==> src/rtl/pps_pkg.sv <==
package pps_pkg;

  typedef enum logic [2:0] {
    PS_OFF  = 3'd0,
    PS_UP   = 3'd1,
    PS_ON   = 3'd2,
    PS_DN   = 3'd3,
    PS_COOL = 3'd4
  } pps_state_t;

  // A timed state lasts max(dly,1) cycles: it ends when tmr+1 reaches dly.
  function automatic logic timer_done(input logic [15:0] tmr, input logic [15:0] dly);
    return ({1'b0, tmr} + 17'd1) >= {1'b0, dly};
  endfunction

  // Power-on condition: software enable, and either bypass or all checks healthy.
  function automatic logic power_go(input logic sw_en, input logic bypass,
                                    input logic clk_ok, input logic pll_ok,
                                    input logic sync_good);
    return sw_en && (bypass || (clk_ok && pll_ok && sync_good));
  endfunction

endpackage

==> src/rtl/pps_clk_loss.sv <==
module pps_clk_loss #(
  parameter int MISS_CYCLES = 12
) (
  input  logic osc_clk,
  input  logic rst_n,
  input  logic pix_tgl,
  output logic pix_edge,
  output logic clk_ok
);
  localparam int MW = $clog2(MISS_CYCLES + 1);
  localparam logic [MW-1:0] MISS_MAX = MW'(MISS_CYCLES);

  logic s1, s2, s_prev;
  logic [MW-1:0] idle_cnt;

  always_ff @(posedge osc_clk or negedge rst_n) begin
    if (!rst_n) begin
      s1 <= 1'b0;
      s2 <= 1'b0;
      s_prev <= 1'b0;
    end else begin
      s1 <= pix_tgl;
      s2 <= s1;
      s_prev <= s2;
    end
  end

  assign pix_edge = s2 ^ s_prev;

  always_ff @(posedge osc_clk or negedge rst_n) begin
    if (!rst_n) idle_cnt <= MISS_MAX;
    else if (pix_edge) idle_cnt <= '0;
    else if (idle_cnt != MISS_MAX) idle_cnt <= idle_cnt + 1'b1;
  end

  assign clk_ok = (idle_cnt != MISS_MAX);
endmodule

==> src/rtl/pps_pll_mon.sv <==
module pps_pll_mon #(
  parameter int CNT_W = 4
) (
  input  logic             osc_clk,
  input  logic             rst_n,
  input  logic             pll_lock,
  input  logic             vsync,
  input  logic [CNT_W-1:0] unlock_limit,
  output logic             unlock_evt,
  output logic             vs_rise,
  output logic [CNT_W-1:0] unlock_cnt,
  output logic             pll_ok
);
  localparam logic [CNT_W-1:0] CNT_MAX = '1;

  logic lock_prev, vs_prev;

  always_ff @(posedge osc_clk or negedge rst_n) begin
    if (!rst_n) begin
      lock_prev <= 1'b0;
      vs_prev <= 1'b0;
    end else begin
      lock_prev <= pll_lock;
      vs_prev <= vsync;
    end
  end

  assign unlock_evt = lock_prev && !pll_lock;
  assign vs_rise    = vsync && !vs_prev;

  always_ff @(posedge osc_clk or negedge rst_n) begin
    if (!rst_n) unlock_cnt <= '0;
    else if (vs_rise) unlock_cnt <= '0;
    else if (unlock_evt && unlock_cnt != CNT_MAX) unlock_cnt <= unlock_cnt + 1'b1;
  end

  assign pll_ok = pll_lock && (unlock_cnt <= unlock_limit);
endmodule

==> src/rtl/pps_seq_fsm.sv <==
module pps_seq_fsm
  import pps_pkg::*;
#(
  parameter int DLY_W = 8
) (
  input  logic             osc_clk,
  input  logic             rst_n,
  input  logic             go,
  input  logic [DLY_W-1:0] up_dly,
  input  logic [DLY_W-1:0] dn_dly,
  input  logic [DLY_W-1:0] off_dly,
  output logic             vdd_en,
  output logic             bkl_en
);
  pps_state_t st, nxt;
  logic [DLY_W-1:0] tmr;

  always_comb begin
    nxt = st;
    unique case (st)
      PS_OFF:  if (go) nxt = PS_UP;
      PS_UP:   if (!go) nxt = PS_COOL;
               else if (timer_done(16'(tmr), 16'(up_dly))) nxt = PS_ON;
      PS_ON:   if (!go) nxt = PS_DN;
      PS_DN:   if (timer_done(16'(tmr), 16'(dn_dly))) nxt = PS_COOL;
      PS_COOL: if (timer_done(16'(tmr), 16'(off_dly))) nxt = PS_OFF;
      default: nxt = PS_OFF;
    endcase
  end

  always_ff @(posedge osc_clk or negedge rst_n) begin
    if (!rst_n) begin
      st  <= PS_OFF;
      tmr <= '0;
    end else begin
      st  <= nxt;
      tmr <= (nxt != st) ? '0 : tmr + 1'b1;
    end
  end

  assign vdd_en = (st == PS_UP) || (st == PS_ON) || (st == PS_DN);
  assign bkl_en = (st == PS_ON);
endmodule

==> src/rtl/panel_pwr_seq.sv <==
module panel_pwr_seq
  import pps_pkg::*;
#(
  parameter int MISS_CYCLES = 12,
  parameter int CNT_W = 4,
  parameter int DLY_W = 8
) (
  input  logic             osc_clk,
  input  logic             rst_n,
  input  logic             pix_tgl,
  input  logic             pll_lock,
  input  logic             vsync,
  input  logic             sync_ok,
  input  logic             panel_en,
  input  logic             prot_bypass,
  input  logic [CNT_W-1:0] unlock_limit,
  input  logic [DLY_W-1:0] up_dly,
  input  logic [DLY_W-1:0] dn_dly,
  input  logic [DLY_W-1:0] off_dly,
  output logic             vdd_en,
  output logic             bkl_en
);
  logic pix_edge, clk_ok, unlock_evt, vs_rise, pll_ok, go;
  logic [CNT_W-1:0] unlock_cnt;

  pps_clk_loss #(.MISS_CYCLES(MISS_CYCLES)) u_clk_loss (
    .osc_clk(osc_clk), .rst_n(rst_n), .pix_tgl(pix_tgl),
    .pix_edge(pix_edge), .clk_ok(clk_ok)
  );

  pps_pll_mon #(.CNT_W(CNT_W)) u_pll_mon (
    .osc_clk(osc_clk), .rst_n(rst_n), .pll_lock(pll_lock), .vsync(vsync),
    .unlock_limit(unlock_limit), .unlock_evt(unlock_evt), .vs_rise(vs_rise),
    .unlock_cnt(unlock_cnt), .pll_ok(pll_ok)
  );

  assign go = power_go(panel_en, prot_bypass, clk_ok, pll_ok, sync_ok);

  pps_seq_fsm #(.DLY_W(DLY_W)) u_fsm (
    .osc_clk(osc_clk), .rst_n(rst_n), .go(go),
    .up_dly(up_dly), .dn_dly(dn_dly), .off_dly(off_dly),
    .vdd_en(vdd_en), .bkl_en(bkl_en)
  );
endmodule

==> config.mk <==
export PLATFORM = sky130hd
export DESIGN_NAME = panel_pwr_seq
export DESIGN_NICKNAME = d
export VERILOG_FILES = /design/src/rtl/pps_pkg.sv /design/src/rtl/pps_clk_loss.sv /design/src/rtl/pps_pll_mon.sv /design/src/rtl/pps_seq_fsm.sv /design/src/rtl/panel_pwr_seq.sv
export SDC_FILE = /design/constraint.sdc
export NUM_CORES = 1
export LEC_CHECK = 0
export BUFFER_PORTS_ARGS = -buffer_cell sky130_fd_sc_hd__clkbuf_2
export CAP_MARGIN = 20
export CORE_UTILIZATION = 62
export CTS_BUF_LIST = sky130_fd_sc_hd__clkbuf_4 sky130_fd_sc_hd__clkbuf_8
export CTS_CLUSTER_SIZE = 28
export DETAILED_ROUTE_END_ITERATION = 12
export GPL_TIMING_DRIVEN = 0
export HOLD_SLACK_MARGIN = 0.12
export PLACE_DENSITY = 0.88
export SYNTH_ARGS = -nofsm -noshare
export SYNTH_HDL_FRONTEND = slang
export SYNTH_HIERARCHICAL = 1
export SYNTH_SLANG_ARGS = --single-unit
==> constraint.sdc <==
create_clock -name osc_clk -period 5.15 [get_ports osc_clk]
set_input_delay 0 -clock osc_clk [delete_from_list [all_inputs] [get_ports osc_clk]]
set_output_delay 0 -clock osc_clk [all_outputs]
set_load 0.01 [all_outputs]
==> results of run 1 <==
area by class of cell:
class | instances | area (um2) | share of cell area
Clock buffer | 4 | 30.0 | 0.0134
Multi-Input combinational cell | 145 | 1190 | 0.532
Inverter | 40 | 153 | 0.0681
Timing Repair Buffer | 41 | 225 | 0.101
Tap cell | 31 | 38.8 | 0.0173
Sequential cell | 24 | 603 | 0.269
worst paths after layout:
check | end
min | u_fsm/st[0]
min reg2reg | u_clk_loss/s2
max | u_fsm/tmr[7]
max reg2reg | u_fsm/tmr[7]
min in group osc_clk | u_fsm/st[0]
max in group asynchronous | u_clk_loss/idle_cnt[2]
per-stage QoR:
step | util | cells | total power, W | worst slack, ps
floorplan | - | 209 | 0.000452 | 2730
detailed placement | 0.761 | 277 | 0.000525 | 2300
finish | 0.786 | 285 | 0.000611 | 2240
global route | 0.786 | 285 | 0.000668 | 2000
CTS | 0.786 | 285 | 0.000615 | 2280
global placement | 0.761 | 277 | 0.000514 | 2400
registers in the layout (all words and copies together), names as in the netlist, 3 cells and up:
register	cells
u_clk_loss/idle_cnt	4
u_fsm/tmr	8
u_pll_mon/unlock_cnt	4
u_fsm/st	3
synthesized netlist by cell type, types with 2 or more instances:
cell type  number
inv_1          39
ha_1           32
dfrtp_1        22
nor2_1         18
a31oi_1        10
a21oi_1         9
nand3_1         9
o21ai_0         7
xnor2_1         7
nor2b_1         5
nand4_1         4
nor3_1          4
nor3b_1         3
xor2_1          3
a211oi_2        2
dfstp_2         2
nand2_1         2
nand3_2         2
nor3_2          2
o21a_1          2
o21ai_1         2
per-layer routing:
metal / global-route usage / routed length, um
met1: 0.338 / 1640
met5: 0 / 0
met3: 0.0536 / 142
met4: 0.0544 / 13
met2: 0.430 / 1770
power groups by stage:
stage	sequential [W]	clock (W)	combinational (W)
after floorplan	0.000248	0	0.000204
after global placement	0.000257	0	0.000257
after detailed placement	0.000259	0	0.000266
after CTS	0.000255	0.0000899	0.000270
after global routing	0.000262	0.0000964	0.000310
final	0.000255	0.0000872	0.000269
kinds of logic after synthesis:
group	after synthesis	synth area share
simple gates	60	0.200
xor+xnor	10	0.0450
fa+ha+maj	32	0.206
flops	24	0.310
mux	1	0.00514
buf+inv	40	0.0784
compound gates	42	0.156
==> impl_metrics.tcl, run 1 <==
set metrics [dict create \
    status "finished, violations left" \
    violations "DRC" \
    grt_max_degree 25 \
    slowest_delay_ps 470 \
    io_buffers 37 \
    skew_ps 1.73 \
    initial_core_util 0.682 \
    worst_ep_required_time_ps 5380 \
    nNetsFinal 323 \
    cts_setup_buffers 0 \
    synth_nets 277 \
    syn-cell-area_um2 1950 \
    reg2reg_slack_ps 2240 \
    synthCells 209 \
    worst_skew_pair.late_latency_ps 310 \
    min_period_ps 2910 \
    endpoint_kind "flip-flop" \
    synth_ff_type "dfrtp_1" \
    layout-drive-gt1-share 0.240 \
    most-common-layout-cells "39 x inv_1, 37 x clkbuf_2, 32 x ha_1" \
    synthArstFlopShare 1.00 \
    period_share 0.565 \
    netlist.area_leader.share 0.283 \
    switching_share 0.384 \
    grt_pass1_wl_mm 6.62 \
    dr.pass1.iters 8 \
    synth.largest_area_cell "dfrtp_1" \
    hold_buffers 4 \
    final_common_cell "inv_1" \
    power_density_nw_per_um2 273 \
    overflow 0 \
    cts_root_buf "clkbuf_4" \
    synth_edf_count 0 \
    grt_use_total 0.255 \
    timing.final.max_slew_violations 0 \
    synth_area_leaders "dfrtp_1 28%, ha_1 21%, inv_1 7.5%" \
    syn_to_final_growth_pct 15.1 \
    clkTransAtPathRegs_ps 120 \
    timing_hold_violations_final 0 \
    synth.distinct_cells 44 \
    wl_per_cell_um 12.5 \
    combPwrFrac 0.440 \
    syn_avg_cell_area_um2 9.32 \
    worstRegToRegCells 10 \
    critPathBufInv 1 \
    cts-htree-levels 1 \
    drv_cap 0 \
    numClockSinks 24 \
    clk_path_buf_depth 2 \
    viasPerCell 5.56 \
    setup_violations 0 \
    timing.hold.ws_ps 211 \
    place.detailed.hpwl_mm 2.90 \
    power_frac_seq 0.417 \
    cts_tree "yes" \
    die_area_um2 3370 \
    setup_tns_ps 0 \
    postPlaceCellArea_um2 2170 \
    cp_num_cells 10 \
    core-area_um2 2850 \
    arrival_ps 3140 \
    antenna_left 0 \
    critPathMaxFanout 8 \
    startpoint "u_fsm/tmr[0]" \
    n_antenna_cell 0 \
    drtIter0Drc 102 \
    switchingPower_w 0.000235 \
    drc 1 \
    rows 19 \
    first_global_vias 1613 \
    final_area_um2 2240 \
    die_w_um 58.0 \
    finalWirelength_mm 3.57 \
    r2r-start "u_fsm/tmr[0]" \
    slowest_stage "dfrtp_1" \
    die_y_um 58.0 \
    fillers 201 \
    rsz0062_at_grt "no" \
    io_pins 38 \
    synth-seq-cells 24 \
    p_clk_frac 0.143 \
    slew_headroom 0.624 \
    worst_slew_pin_slew_ps 564 \
    yosysWarnings 6 \
    seq_area_frac_synth 0.310 \
    p_leak_nw 1.21 \
    crit_chain "nand3_1 -> or3_1 -> xor2_1 -> inv_1 -> ha_1 -> a211oi_2 -> nor2_1 -> nor3_2 -> nand4_1 -> a31oi_1" \
    vdd_ir_drop_max_mv 0.191 \
    vias 1585 \
    cts_resized 0 \
    critical_path.top_delay_family "simple AND/OR/NAND/NOR gates" \
    numCtsBuffers 3 \
    place.gp.congestion 0.889 \
    internal-power_w 0.000376 \
    cp-start-kind "flip-flop" \
    worst-setup-path-type "flip-flop to flip-flop" \
    antenna_found_initial 0 \
    max_freq_mhz 343 \
    min_path_type "primary input to asynchronous set/reset pin" \
]
Note: power is estimated with default switching activity, not from simulation.
==> run 2: changes to the inputs <==
Settings changed: CORE_UTILIZATION 62 to 57, PLACE_DENSITY 0.88 to 0.82.
Clock period 5.15 ns to 2.8 ns, I/O delays scaled along.
==> impl_metrics.tcl, run 2 (synthesized netlist as in run 1, its figures left out) <==
set metrics [dict create \
    status "finished, final reports clean" \
    endpoint_kind "flip-flop" \
    utilization 0.728 \
    min_path_type "primary input to asynchronous set/reset pin" \
    n_antenna_cell 0 \
    io_buffers 37 \
    grt_max_degree 25 \
    core-area_um2 3150 \
    cp-start-kind "flip-flop" \
    skew_ps 2.93 \
    finalPower_w 0.00116 \
    grt_pass1_wl_mm 5.99 \
    critPathMaxFanout 4 \
    place.detailed.hpwl_mm 2.84 \
    largest_reg_flops 8 \
    top_register "u_fsm/tmr" \
    grt_use_total 0.217 \
    critPathBufInv 1 \
    die_area_um2 3650 \
    power_density_nw_per_um2 506 \
    r2r-start "u_fsm/tmr[2]" \
    die_w_um 60.4 \
    antenna_left 0 \
    numClockSinks 24 \
    max_freq_mhz 374 \
    numCtsBuffers 3 \
    fillers 248 \
    cts_root_buf "clkbuf_4" \
    cts_tree "yes" \
    finalWirelength_mm 3.54 \
    postPlaceCellArea_um2 2190 \
    setup_tns_ps 0 \
    dr.pass1.iters 4 \
    antenna_found_initial 0 \
    final_area_um2 2290 \
    arrival_ps 2880 \
    min_period_ps 2680 \
    io_pins 38 \
    vdd_ir_drop_max_mv 0.358 \
    reg2reg_slack_ps 120 \
    worst_ep_required_time_ps 3010 \
    die_y_um 60.4 \
    drv_cap 0 \
    overflow 0 \
    seq_area_um2 604 \
    multi_input_area_um2 1200 \
    rows 20 \
    clkTransAtPathRegs_ps 120 \
    crit-reg2reg-capture "u_fsm/st[2]" \
    timing.final.max_slew_violations 0 \
    place.gp.congestion 0.831 \
    viasPerCell 5.38 \
    syn_to_final_growth_pct 17.9 \
    timing_hold_violations_final 0 \
    vias 1618 \
    most-common-layout-cells "39 x inv_1, 37 x clkbuf_2, 32 x ha_1" \
    slowest_delay_ps 410 \
    final_common_cell "inv_1" \
    p_leak_nw 1.23 \
    worstRegToRegCells 10 \
    clk_path_buf_depth 2 \
    critical_path.top_delay_family "simple AND/OR/NAND/NOR gates" \
    worst-setup-path-type "flip-flop to flip-flop" \
    slowest_stage "dfrtp_1" \
    cts-htree-levels 1 \
    layout-drive-gt1-share 0.257 \
    first_global_vias 1540 \
    initial_core_util 0.617 \
    drc 0 \
    nNetsFinal 326 \
    wl_per_cell_um 11.8 \
    crit_chain "nand3_1 -> or3_1 -> xor2_2 -> inv_1 -> ha_1 -> a211oi_2 -> nor2_1 -> nor4b_4 -> a21oi_1 -> a31o_2" \
    slew_headroom 0.620 \
    setup_violations 0 \
    worst_skew_pair.late_latency_ps 310 \
    worst_slew_pin_slew_ps 565 \
    period_share 0.956 \
    drtIter0Drc 52 \
    reg_top3 "u_fsm/tmr: 8 flops, u_clk_loss/idle_cnt: 4 flops, u_pll_mon/unlock_cnt: 4 flops" \
]
[run 2: cell count changes in the layout (fill, tap and decap cells not counted)]
| cell | before | now |
|---|---|---|
| xor2_2 | 0 | 1 |
| dfrtp_1 | 22 | 21 |
| buf_4 | 0 | 3 |
| clkbuf_8 | 0 | 1 |
| dfrtp_2 | 0 | 1 |
| xor2_1 | 3 | 2 |
| clkbuf_4 | 4 | 3 |
[run 2: report_power, final]
part,internal (W),switching [W]
clock,0.0000794,0.0000964
combinational,0.000246,0.000274
sequential,0.000400,0.0000651
total,0.000725,0.000436
[run 2: layout make-up]
type	instances	area share
sequential	24	0.263
tap	44	0.0240
inverter	40	0.0665
multi-input combinational	145	0.522
timing repair buffer	44	0.108
clock buffer	4	0.0158
[run 2: stage by stage]
step,cells,hold slack (ps),setup slack (ps)
after global placement,290,32.5,46.6
after CTS,299,207,62.7
final,301,210,123
after floorplan,209,-296,381
after detailed placement,290,27.2,14.7
after global routing,301,250,-36.3
[run 2: how the worst max path moves through the flow]
| stage | from | to | slack (ps) | cells past startpoint |
|---|---|---|---|---|
| 4_1_cts | u_fsm/tmr[0] | u_fsm/st[2] | 60 | 10 |
| 6_report | u_fsm/tmr[2] | u_fsm/st[2] | 120 | 10 |
| 3_5_place_dp | u_fsm/tmr[0] | u_fsm/tmr[6] | 10 | 10 |
| 2_1_floorplan | u_fsm/tmr[0] | u_fsm/st[2] | 380 | 10 |
| 3_3_place_gp | u_fsm/tmr[0] | u_fsm/tmr[5] | 50 | 10 |
| 5_1_grt | u_fsm/tmr[2] | u_fsm/st[2] | -40 | 10 |
[run 2: worst reg2reg max path: cells and delay by family (launching register included)]
kind,cells,cell delay [ps]
adder cells (fa/ha/maj),1,320
AO/OA/AOI/OAI,3,550
XOR/XNOR,1,170
AND/OR/NAND/NOR,4,1020
buffers and inverters,1,110
flip-flops,1,410
[run 2: layer usage]
layer / part of all wire / up-vias / wire (um) / GRT usage
met1: 0.46 / 769 / 1650 / 0.272
met3: 0.023 / 2 / 80 / 0.0512
met4: 0.0057 / 0 / 20 / 0.0422
met2: 0.51 / 19 / 1790 / 0.383
li1: - / 828 / - / -
met5: 0 / - / 0 / 0
[run 2: repair_timing]
action	in CTS	in global routing
hold buffers	4	0
gates cloned	0	0
endpoints found under the hold margin	29	0
pin swaps	1	2
setup buffers	1	2
setup endpoints to repair	6	9
resized for setup	0	2
==> run 3: changes to the inputs <==
Settings changed: CORE_UTILIZATION 57 to 55, CTS_BUF_LIST sky130_fd_sc_hd__clkbuf_4 sky130_fd_sc_hd__clkbuf_8 to unset, GPL_ROUTABILITY_DRIVEN set to 0, PLACE_DENSITY 0.82 to 0.8, SYNTH_HIERARCHICAL 1 to unset.
==> impl_metrics.tcl, run 3 <==
set metrics [dict create \
    status "finished, final reports clean" \
    clkTransAtPathRegs_ps 130 \
    grt_use_total 0.211 \
    synth.most_common_cell "inv_1" \
    synth.largest_area_cell "dfrtp_1" \
    synth_compound_area_frac 0.151 \
    critPathBufInv 2 \
    critical_path.top_delay_family "compound AO/OA/AOI/OAI gates" \
    synth-adder-area-share 0.214 \
    finalWirelength_mm 3.53 \
    arrival_ps 2850 \
    grt_max_degree 25 \
    wl_per_cell_um 11.6 \
    drv_cap 0 \
    seq_area_frac_synth 0.323 \
    max_freq_mhz 378 \
    initial_core_util 0.597 \
    grt_pass1_wl_mm 5.66 \
    syn_to_final_growth_pct 20.0 \
    power_density_nw_per_um2 525 \
    cts-htree-levels 1 \
    period_share 0.944 \
    worst_skew_pair.late_latency_ps 320 \
    worst_ep_required_time_ps 3010 \
    worst_slew_pin_slew_ps 688 \
    finalPower_w 0.00118 \
    timing.hold.ws_ps 210 \
    die_area_um2 3630 \
    synth_edf_count 0 \
    vias 1555 \
    slew_headroom 0.538 \
    synth_top_family_by_area "adder cells" \
    setup_violations 0 \
    cts_tree "yes" \
    top_register "u_fsm.tmr" \
    overflow 0 \
    postPlaceCellArea_um2 2110 \
    synthArstFlopShare 1.00 \
    slowest_delay_ps 450 \
    synth-seq-cells 24 \
    first_global_vias 1355 \
    synth_ff_type "dfrtp_1" \
    largest_reg_flops 8 \
    synth_nets 279 \
    die_y_um 60.3 \
    syn-cell-area_um2 1870 \
    min_period_ps 2640 \
    syn_avg_cell_area_um2 8.85 \
    dr.pass1.iters 4 \
    drtIter0Drc 32 \
    synthCells 211 \
    yosys.area_share.xor_xnor 0.0563 \
    viasPerCell 5.10 \
    clk_path_buf_depth 2 \
    layout-drive-gt1-share 0.230 \
    reg_top3 "u_fsm.tmr: 8 flops, u_clk_loss.idle_cnt: 4 flops, u_pll_mon.unlock_cnt: 4 flops" \
    numCtsBuffers 3 \
    cts_root_buf "clkbuf_4" \
    synth.mux.area_fraction 0 \
    synth-simple-area-share 0.177 \
    place.detailed.hpwl_mm 2.77 \
    p_leak_nw 1.25 \
    nNetsFinal 330 \
    rows 20 \
    timing_hold_violations_final 0 \
    die_w_um 60.3 \
    critPathMaxFanout 8 \
    cp-start-kind "flip-flop" \
    synth_common_cells "38 x inv_1, 32 x ha_1, 24 x nor2_1, 22 x dfrtp_1, 13 x a21oi_1" \
    crit_chain "ha_1 -> nand3_1 -> xor2_1 -> inv_1 -> ha_1 -> nand3_1 -> a211o_1 -> and3_1 -> a2111oi_4 -> buf_6 -> nor2_1" \
    antenna_left 0 \
    final_common_cell "inv_1" \
    setup_tns_ps 0 \
    antenna_found_initial 0 \
    n_antenna_cell 0 \
    worst-setup-path-type "flip-flop to flip-flop" \
    synth.distinct_cells 43 \
    synth_area_leaders "dfrtp_1 29%, ha_1 21%, inv_1 7.6%" \
    slowest_stage "dfrtp_2" \
    endpoint_kind "flip-flop" \
    netlist.area_leader.share 0.295 \
    most-common-layout-cells "38 x inv_1, 37 x clkbuf_2, 32 x ha_1" \
    io_buffers 37 \
    timing.final.max_slew_violations 0 \
    vdd_ir_drop_max_mv 0.460 \
    final_area_um2 2240 \
    skew_ps 3.62 \
    drc 0 \
    min_path_type "primary input to asynchronous set/reset pin" \
    core-area_um2 3130 \
    yosysWarnings 0 \
    io_pins 38 \
    numClockSinks 24 \
]
-- run 3: final timing paths --
kind / from / end / slack, ps / depth (start not counted)
min: rst_n / u_fsm.tmr[3] / 210 / 2
min in group osc_clk: panel_en / u_fsm.st[1] / 280 / 5
max reg2reg: u_fsm.tmr[0] / u_fsm.tmr[7] / 160 / 11
max: u_fsm.tmr[0] / u_fsm.tmr[7] / 160 / 11
min reg2reg: u_clk_loss.s1 / u_clk_loss.s2 / 370 / 0
max in group asynchronous: rst_n / u_fsm.tmr[0] / 2190 / 2
-- run 3: kinds of logic after synthesis --
| kind of cell | after synthesis |
|---|---|
| xor gates and xnor gates | 12 |
| AOI/OAI and AO/OA | 38 |
| buffers and inverters | 39 |
| DFF | 24 |
| and+or+nand+nor | 66 |
| adders and majority gates | 32 |
-- run 3: timing repair --
action	CTS	global route
pin swaps	1	0
gates resized for setup	1	5
endpoints found under the hold margin	31	0
hold buffers	4	0
setup endpoints to repair	9	10
buffers inserted	1	4
-- run 3: layout make-up --
class,count,area [um2]
repair buffers,46,267
clock buffers,4,36.3
inverters,38,143
multi-input cells,148,1130
fillers,256,886
plain buffers,1,3.75
well taps,44,55.1
flip-flops and latches,24,604
-- run 3: per-stage QoR --
stage,cells,worst slack [ps],utilization
floorplan,211,311,-
global placement,292,-123,0.674
detailed placement,292,-142,0.674
CTS,301,9.28,0.701
global route,305,-3.16,0.717
finish,305,157,0.717
-- run 3: metal layers --
layer | wire length [um] | GRT usage
met3 | 110 | 0.0498
met4 | 21 | 0.0465
met5 | 0 | 0
met2 | 1690 | 0.339
met1 | 1710 | 0.285
-- run 3: where the power goes --
group	total [W]	internal (W)	switching (W)
sequential	0.000447	0.000399	0.0000481
clock	0.000182	0.0000795	0.000102
combinational	0.000548	0.000261	0.000288
total	0.00118	0.000739	0.000438
-- run 3: worst register-to-register path: stages (launching register included) --
cell and delay, ps:
dfrtp_2 450, ha_1 260, nand3_1 110, xor2_1 190, inv_1 110, ha_1 300
nand3_1 80, a211o_1 290, and3_1 200, a2111oi_4 330, buf_6 170, nor2_1 50
